**src/rtl/ipi_pkg.sv**
```systemverilog
package ipi_pkg;
    localparam int DATA_W     = 32;
    localparam int MBOX_WORDS = 8;
    localparam int MIDX_W     = $clog2(MBOX_WORDS);
    localparam int VEC_W      = $clog2(DATA_W);

    // word offsets (byte offset >> 2) inside a core window
    localparam logic [5:0] W_STATUS = 6'd0;
    localparam logic [5:0] W_ENABLE = 6'd1;
    localparam logic [5:0] W_SET    = 6'd2;
    localparam logic [5:0] W_CLEAR  = 6'd3;

    typedef enum logic [2:0] {
        K_NONE, K_STATUS, K_ENABLE, K_SET, K_CLEAR, K_MBOX
    } kind_e;

    typedef enum logic [1:0] {
        RS_IDLE, RS_DATA, RS_DERR
    } rsp_state_e;
endpackage

```
**src/rtl/ipi_addr_decode.sv**
```systemverilog
module ipi_addr_decode
    import ipi_pkg::*;
(
    input  logic [5:0]        word,
    output kind_e             kind,
    output logic [MIDX_W-1:0] mbx_idx
);
    always_comb begin
        mbx_idx = word[MIDX_W-1:0];
        kind    = K_NONE;
        if (word[5:3] == 3'b001) begin
            kind = K_MBOX;
        end else begin
            unique case (word)
                W_STATUS: kind = K_STATUS;
                W_ENABLE: kind = K_ENABLE;
                W_SET:    kind = K_SET;
                W_CLEAR:  kind = K_CLEAR;
                default:  kind = K_NONE;
            endcase
        end
    end
endmodule

```
**src/rtl/ipi_core_regs.sv**
```systemverilog
module ipi_core_regs
    import ipi_pkg::*;
(
    input  logic              clk,
    input  logic              rst_n,
    input  logic              bus_we,
    input  kind_e             kind,
    input  logic [MIDX_W-1:0] mbx_idx,
    input  logic [DATA_W-1:0] wdata,
    input  logic              snd_hit,
    input  logic [VEC_W-1:0]  snd_vec,
    output logic [DATA_W-1:0] rdata,
    output logic              irq
);
    logic [DATA_W-1:0] status, enable;
    logic [MBOX_WORDS-1:0][DATA_W-1:0] mbx;
    logic [DATA_W-1:0] set_bits, clr_bits, status_nx;
    logic set_evt, clr_evt, raise, lower;

    always_comb begin
        set_evt   = (bus_we && kind == K_SET) || snd_hit;
        clr_evt   = bus_we && kind == K_CLEAR;
        set_bits  = (bus_we && kind == K_SET) ? wdata : '0;
        if (snd_hit) set_bits = set_bits | (DATA_W'(1) << snd_vec);
        clr_bits  = clr_evt ? wdata : '0;
        status_nx = (status & ~clr_bits) | set_bits;
        raise     = set_evt && ((status_nx & enable) != '0);
        lower     = clr_evt && (status_nx == '0) && (enable != '0);
    end

    always_ff @(posedge clk) begin
        if (!rst_n) begin
            status <= '0;
            enable <= '0;
            irq    <= 1'b0;
            for (int w = 0; w < MBOX_WORDS; w++) mbx[w] <= '0;
        end else begin
            status <= status_nx;
            if (bus_we && kind == K_ENABLE) enable <= wdata;
            if (bus_we && kind == K_MBOX)   mbx[mbx_idx] <= wdata;
            if (raise)      irq <= 1'b1;
            else if (lower) irq <= 1'b0;
        end
    end

    always_comb begin
        unique case (kind)
            K_STATUS: rdata = status;
            K_ENABLE: rdata = enable;
            K_MBOX:   rdata = mbx[mbx_idx];
            default:  rdata = '0;
        endcase
    end
endmodule

```
**src/rtl/ipi_bank.sv**
```systemverilog
module ipi_bank
    import ipi_pkg::*;
#(
    parameter int NUM_CORES = 4,
    parameter int ADDR_W    = 16,
    parameter int ID_W      = 10
) (
    input  logic                 clk,
    input  logic                 rst_n,
    input  logic                 req_valid,
    input  logic                 req_write,
    input  logic [ADDR_W-1:0]    req_addr,
    input  logic [DATA_W-1:0]    req_wdata,
    input  logic [ID_W-1:0]      req_id,
    output logic                 rsp_valid,
    output logic                 rsp_err,
    output logic [DATA_W-1:0]    rsp_rdata,
    output logic                 ro_wr_err,
    input  logic                 snd_valid,
    input  logic [DATA_W-1:0]    snd_cmd,
    output logic                 snd_done,
    output logic                 snd_err,
    output logic [NUM_CORES-1:0] irq
);
    localparam int IDX_W = (NUM_CORES > 1) ? $clog2(NUM_CORES) : 1;
    localparam int TGT_W = 10;
    localparam int TGT_LO = 16;

    kind_e             kind;
    logic [MIDX_W-1:0] mbx_idx;
    logic              id_ok, tgt_ok;
    logic [TGT_W-1:0]  tgt;
    logic [NUM_CORES-1:0][DATA_W-1:0] core_rdata;
    logic [DATA_W-1:0] sel_rdata;
    rsp_state_e        state, state_nx;
    logic [DATA_W-1:0] rdata_q;

    logic unused_bits;
    assign unused_bits = ^{req_addr[ADDR_W-1:8], req_addr[1:0],
                           snd_cmd[DATA_W-1:TGT_LO+TGT_W], snd_cmd[TGT_LO-1:VEC_W]};

    ipi_addr_decode u_dec (
        .word    (req_addr[7:2]),
        .kind    (kind),
        .mbx_idx (mbx_idx)
    );

    assign id_ok  = req_id < ID_W'(NUM_CORES);
    assign tgt    = snd_cmd[TGT_LO +: TGT_W];
    assign tgt_ok = tgt < TGT_W'(NUM_CORES);

    for (genvar c = 0; c < NUM_CORES; c++) begin : g_core
        ipi_core_regs u_regs (
            .clk     (clk),
            .rst_n   (rst_n),
            .bus_we  (req_valid && req_write && id_ok && req_id == ID_W'(c)),
            .kind    (kind),
            .mbx_idx (mbx_idx),
            .wdata   (req_wdata),
            .snd_hit (snd_valid && tgt_ok && tgt == TGT_W'(c)),
            .snd_vec (snd_cmd[VEC_W-1:0]),
            .rdata   (core_rdata[c]),
            .irq     (irq[c])
        );
    end

    assign sel_rdata = id_ok ? core_rdata[req_id[IDX_W-1:0]] : '0;

    // response state: next state from the incoming request
    always_comb begin
        if (!req_valid)  state_nx = RS_IDLE;
        else if (!id_ok) state_nx = RS_DERR;
        else             state_nx = RS_DATA;
    end

    always_ff @(posedge clk) begin
        if (!rst_n) begin
            state     <= RS_IDLE;
            rdata_q   <= '0;
            ro_wr_err <= 1'b0;
            snd_done  <= 1'b0;
            snd_err   <= 1'b0;
        end else begin
            state     <= state_nx;
            rdata_q   <= (req_valid && !req_write) ? sel_rdata : '0;
            ro_wr_err <= req_valid && req_write && id_ok && kind == K_STATUS;
            snd_done  <= snd_valid;
            snd_err   <= snd_valid && !tgt_ok;
        end
    end

    always_comb begin
        rsp_valid = 1'b0;
        rsp_err   = 1'b0;
        rsp_rdata = '0;
        unique case (state)
            RS_IDLE: ;
            RS_DATA: begin rsp_valid = 1'b1; rsp_rdata = rdata_q; end
            RS_DERR: begin rsp_valid = 1'b1; rsp_err = 1'b1; end
            default: ;
        endcase
    end
endmodule

```
**config.mk**
```make
export PLATFORM = sky130hd
export DESIGN_NAME = ipi_bank
export DESIGN_NICKNAME = d
export VERILOG_FILES = /design/src/rtl/ipi_pkg.sv /design/src/rtl/ipi_addr_decode.sv /design/src/rtl/ipi_core_regs.sv /design/src/rtl/ipi_bank.sv
export SDC_FILE = /design/constraint.sdc
export NUM_CORES = 2
export LEC_CHECK = 0
export ABC_AREA = 0
export BUFFER_PORTS_ARGS = -buffer_cell sky130_fd_sc_hd__buf_2
export CAP_MARGIN = 15
export CORE_ASPECT_RATIO = 1.5
export CORE_MARGIN = 5
export CORE_UTILIZATION = 45
export CTS_BUF_LIST = sky130_fd_sc_hd__clkbuf_8
export DETAILED_ROUTE_END_ITERATION = 8
export PLACE_DENSITY = 0.67
export SKIP_CTS_REPAIR_TIMING = 1
export SKIP_LAST_GASP = 1
export SYNTH_ARGS = -nofsm -noshare
export SYNTH_HDL_FRONTEND = slang
export SYNTH_SLANG_ARGS = --single-unit
export TNS_END_PERCENT = 5
```
**constraint.sdc**
```tcl
create_clock -name clk -period 3.11 [get_ports clk]
set_clock_uncertainty 0.15 [all_clocks]
set_input_delay 0.1555 -clock clk [delete_from_list [all_inputs] [get_ports clk]]
set_output_delay 0.1555 -clock clk [all_outputs]
set_load 0.02 [all_outputs]
```
==> results.json <==
{
  "core_area_sq_um": 136000,
  "drt-total-wl_um": 314000,
  "worstPathRequired_ns": 3.80,
  "die_w_um": 312,
  "synth_seq_cells": 1321,
  "dp_slack_ns": -0.465,
  "rrSetupSlack_ns": 0.14,
  "syn_to_final_growth_pct": 19.3,
  "grt_first_pass_wirelength_um": 434000,
  "peakVddDrop_uv": 463,
  "gp_congestion": 1.05,
  "worst_setup_path_start_kind": "input pin",
  "clkSinkCount": 1321,
  "port_buffers": 108,
  "synth_top_cell_by_area": "dfxtp_1",
  "synth-main-ff-cell": "dfxtp_1",
  "grt_pass1_vias": 57200,
  "layout_common_cells": "nand2_1, dfxtp_1, a21boi_0",
  "cts_root_buf": "clkbuf_8",
  "synth_edf_count": 0,
  "drc_errors": 0,
  "critPathCaptureType": "flop",
  "power_density_nw_per_um2": 474,
  "syn_area_sq_um": 61400,
  "drive_above_1_share_pct": 17.2,
  "synthArstFlopShare_pct": 0,
  "vias": 61700,
  "place_hpwl_um": 217000,
  "reg2reg_to": "rdata_q[24]",
  "cts_tree": "yes",
  "vias_per_cell": 6.25,
  "top_usage_layer": "met2",
  "whs_endpoint": "rdata_q[10]",
  "yosysUniqueCellTypes": 61,
  "die_area_sq_um": 144000,
  "cts_buffers": 206,
  "hold_class": "in -> reg",
  "drt_iter0_markers": 7754,
  "htree_levels": 4,
  "synth_nets": 7667,
  "ys_warn_count": 0,
  "netlist.area_leader.share_pct": 43.1,
  "fin_ws_ns": -0.0316,
  "cap_violations": 0,
  "nets": 8019,
  "final_common_cell": "nand2_1",
  "arrival_ns": 3.84,
  "antenna_found_initial": 25,
  "hp-start": "req_addr[5]",
  "seq_area_frac_synth_pct": 43.1,
  "drt.antenna.violating_nets": 0,
  "cts_max_path_buffers": 3,
  "grt_max_degree": 248,
  "relSlewSlack_pct": 16.0,
  "grtUsageMet1_pct": 48.7,
  "netlist_top_cells_area": "dfxtp_1, nand2_1, a21boi_0",
  "pin_count": 136,
  "fmax_mhz": 318,
  "slew_viol_final": 0,
  "grt_remaining_overflow": 0,
  "worstPathMaxFanout": 32,
  "cellLeakagePower_nw": 24.9,
  "violations": "setup timing",
  "netlist_instances": 7570,
  "path_class": "in -> reg",
  "period_minus_slack_ns": 3.14,
  "status": "complete, but fails checks",
  "met2_usage_pct": 64.6,
  "period_share_pct": 101,
  "p_total_w": 0.0347,
  "finalSetupViolations": 1,
  "hold_depth": 5,
  "crit-reg2reg-launch": "g_core[3].u_regs.mbx[184]",
  "met3_usage_pct": 8.73,
  "reg2reg_depth": 10,
  "routedWlPerCell_um": 31.9,
  "clk_pin_slew_ns": 0.06,
  "grt_usage_pct": 41.5,
  "initial_core_util_pct": 45.1,
  "dieHeight_um": 462,
  "postSynthAreaPerCell_sq_um": 8.11,
  "core.rowCount": 166,
  "drt_first_pass_iters": 8,
  "tightest_slew_ns": 1.26,
  "hold_viol": 0,
  "clock_latency_ns": 0.97
}
-- worst max path at each step --
stage | from | to | slack, ns
CTS | state[1] | rsp_rdata[25] | 0.39
global route | req_id[8] | g_core[1].u_regs.enable[1] | -0.01
floorplan | req_id[5] | g_core[1].u_regs.irq | 0.60
detailed placement | req_addr[5] | g_core[3].u_regs.irq | -0.47
global placement | req_addr[3] | rdata_q[31] | -0.61
finish | req_id[8] | g_core[1].u_regs.enable[1] | -0.03
-- cells by family after synthesis --
group           count (synthesis)  share of synthesized area [%]
buf+inv                       767                           4.89
compound gates               2173                           25.6
flops                        1321                           43.1
simple gates                 3051                           20.3
fa+ha+maj                       2                         0.0408
mux                           256                           6.08
-- worst max-delay path: stages --
cell and delay, ns:
dlygate4sd3_1 0.55, buf_2 0.14, nor4_4 0.37, nand2_1 0.23, dlygate4sd3_1 0.62, buf_4 0.20, nor4_2 0.22, buf_4 0.25
nand2_1 0.12, buf_12 0.18, nand2_1 0.09, a21boi_0 0.09, dlygate4sd3_1 0.59
-- cell usage after synthesis (34+ instances only) --
| cell type | count |
|---|---|
| and2_1 | 137 |
| buf_1 | 37 |
| o22ai_1 | 177 |
| o221ai_1 | 150 |
| dfxtp_1 | 1321 |
| mux4_2 | 80 |
| clkbuf_1 | 621 |
| nor2_1 | 164 |
| mux2i_1 | 42 |
| mux2_2 | 134 |
| a211oi_1 | 37 |
| a221oi_1 | 90 |
| a22oi_1 | 68 |
| o21ai_0 | 248 |
| a21oi_1 | 96 |
| nand4_1 | 41 |
| buf_2 | 85 |
| nor4_1 | 60 |
| nor3_1 | 34 |
| a21boi_0 | 1153 |
| nand3_1 | 81 |
| nand2_1 | 2453 |
-- layout make-up --
class	count	area (sq um)
fill	12600	62800
multi-input combinational	5482	32100
sequential	1321	26400
timing repair buffer	892	8240
clock buffer	256	3520
tap	1764	2210
clock inverter	109	604
inverter	19	73.8
antenna	28	70.1
-- state kept, by name, summed over array words and instances, names as in the netlist --
register              flops
rdata_q                  32
state                     2
g_core.u_regs.status    128
g_core.u_regs.irq         4
snd_done                  1
g_core.u_regs.mbx      1024
snd_err                   1
ro_wr_err                 1
g_core.u_regs.enable    128
-- power by group --
part           total, W  internal, W  leakage [nW]  switching, W
combinational   0.00276     0.000895          11.9       0.00186
clock            0.0150      0.00766          2.39       0.00736
sequential       0.0169       0.0169          10.6   0.000000963
-- routing by layer --
metal	routed length [um]	vias up	share of wire, %
met4	33600	4	11
met5	29	-	0.0092
met2	139000	3918	44
li1	-	26900	-
met3	29700	1074	9.4
met1	112000	29800	36
-- stage by stage --
step           setup TNS, ns  hold slack [ns]  cell area (sq um)  std cells  util, %
6_report             -0.0316          0.00200              73300       9871     53.8
2_1_floorplan              0            0.143              61400       7570        -
5_1_grt              -0.0135          0.00205              73200       9846     53.8
3_5_place_dp           -1.52            0.294              68200       9394     50.1
3_3_place_gp           -1.96            0.280              68200       9392     50.1
4_1_cts                    0           -0.732              72300       9759     53.2
Power figures use the tool's default switching activity.
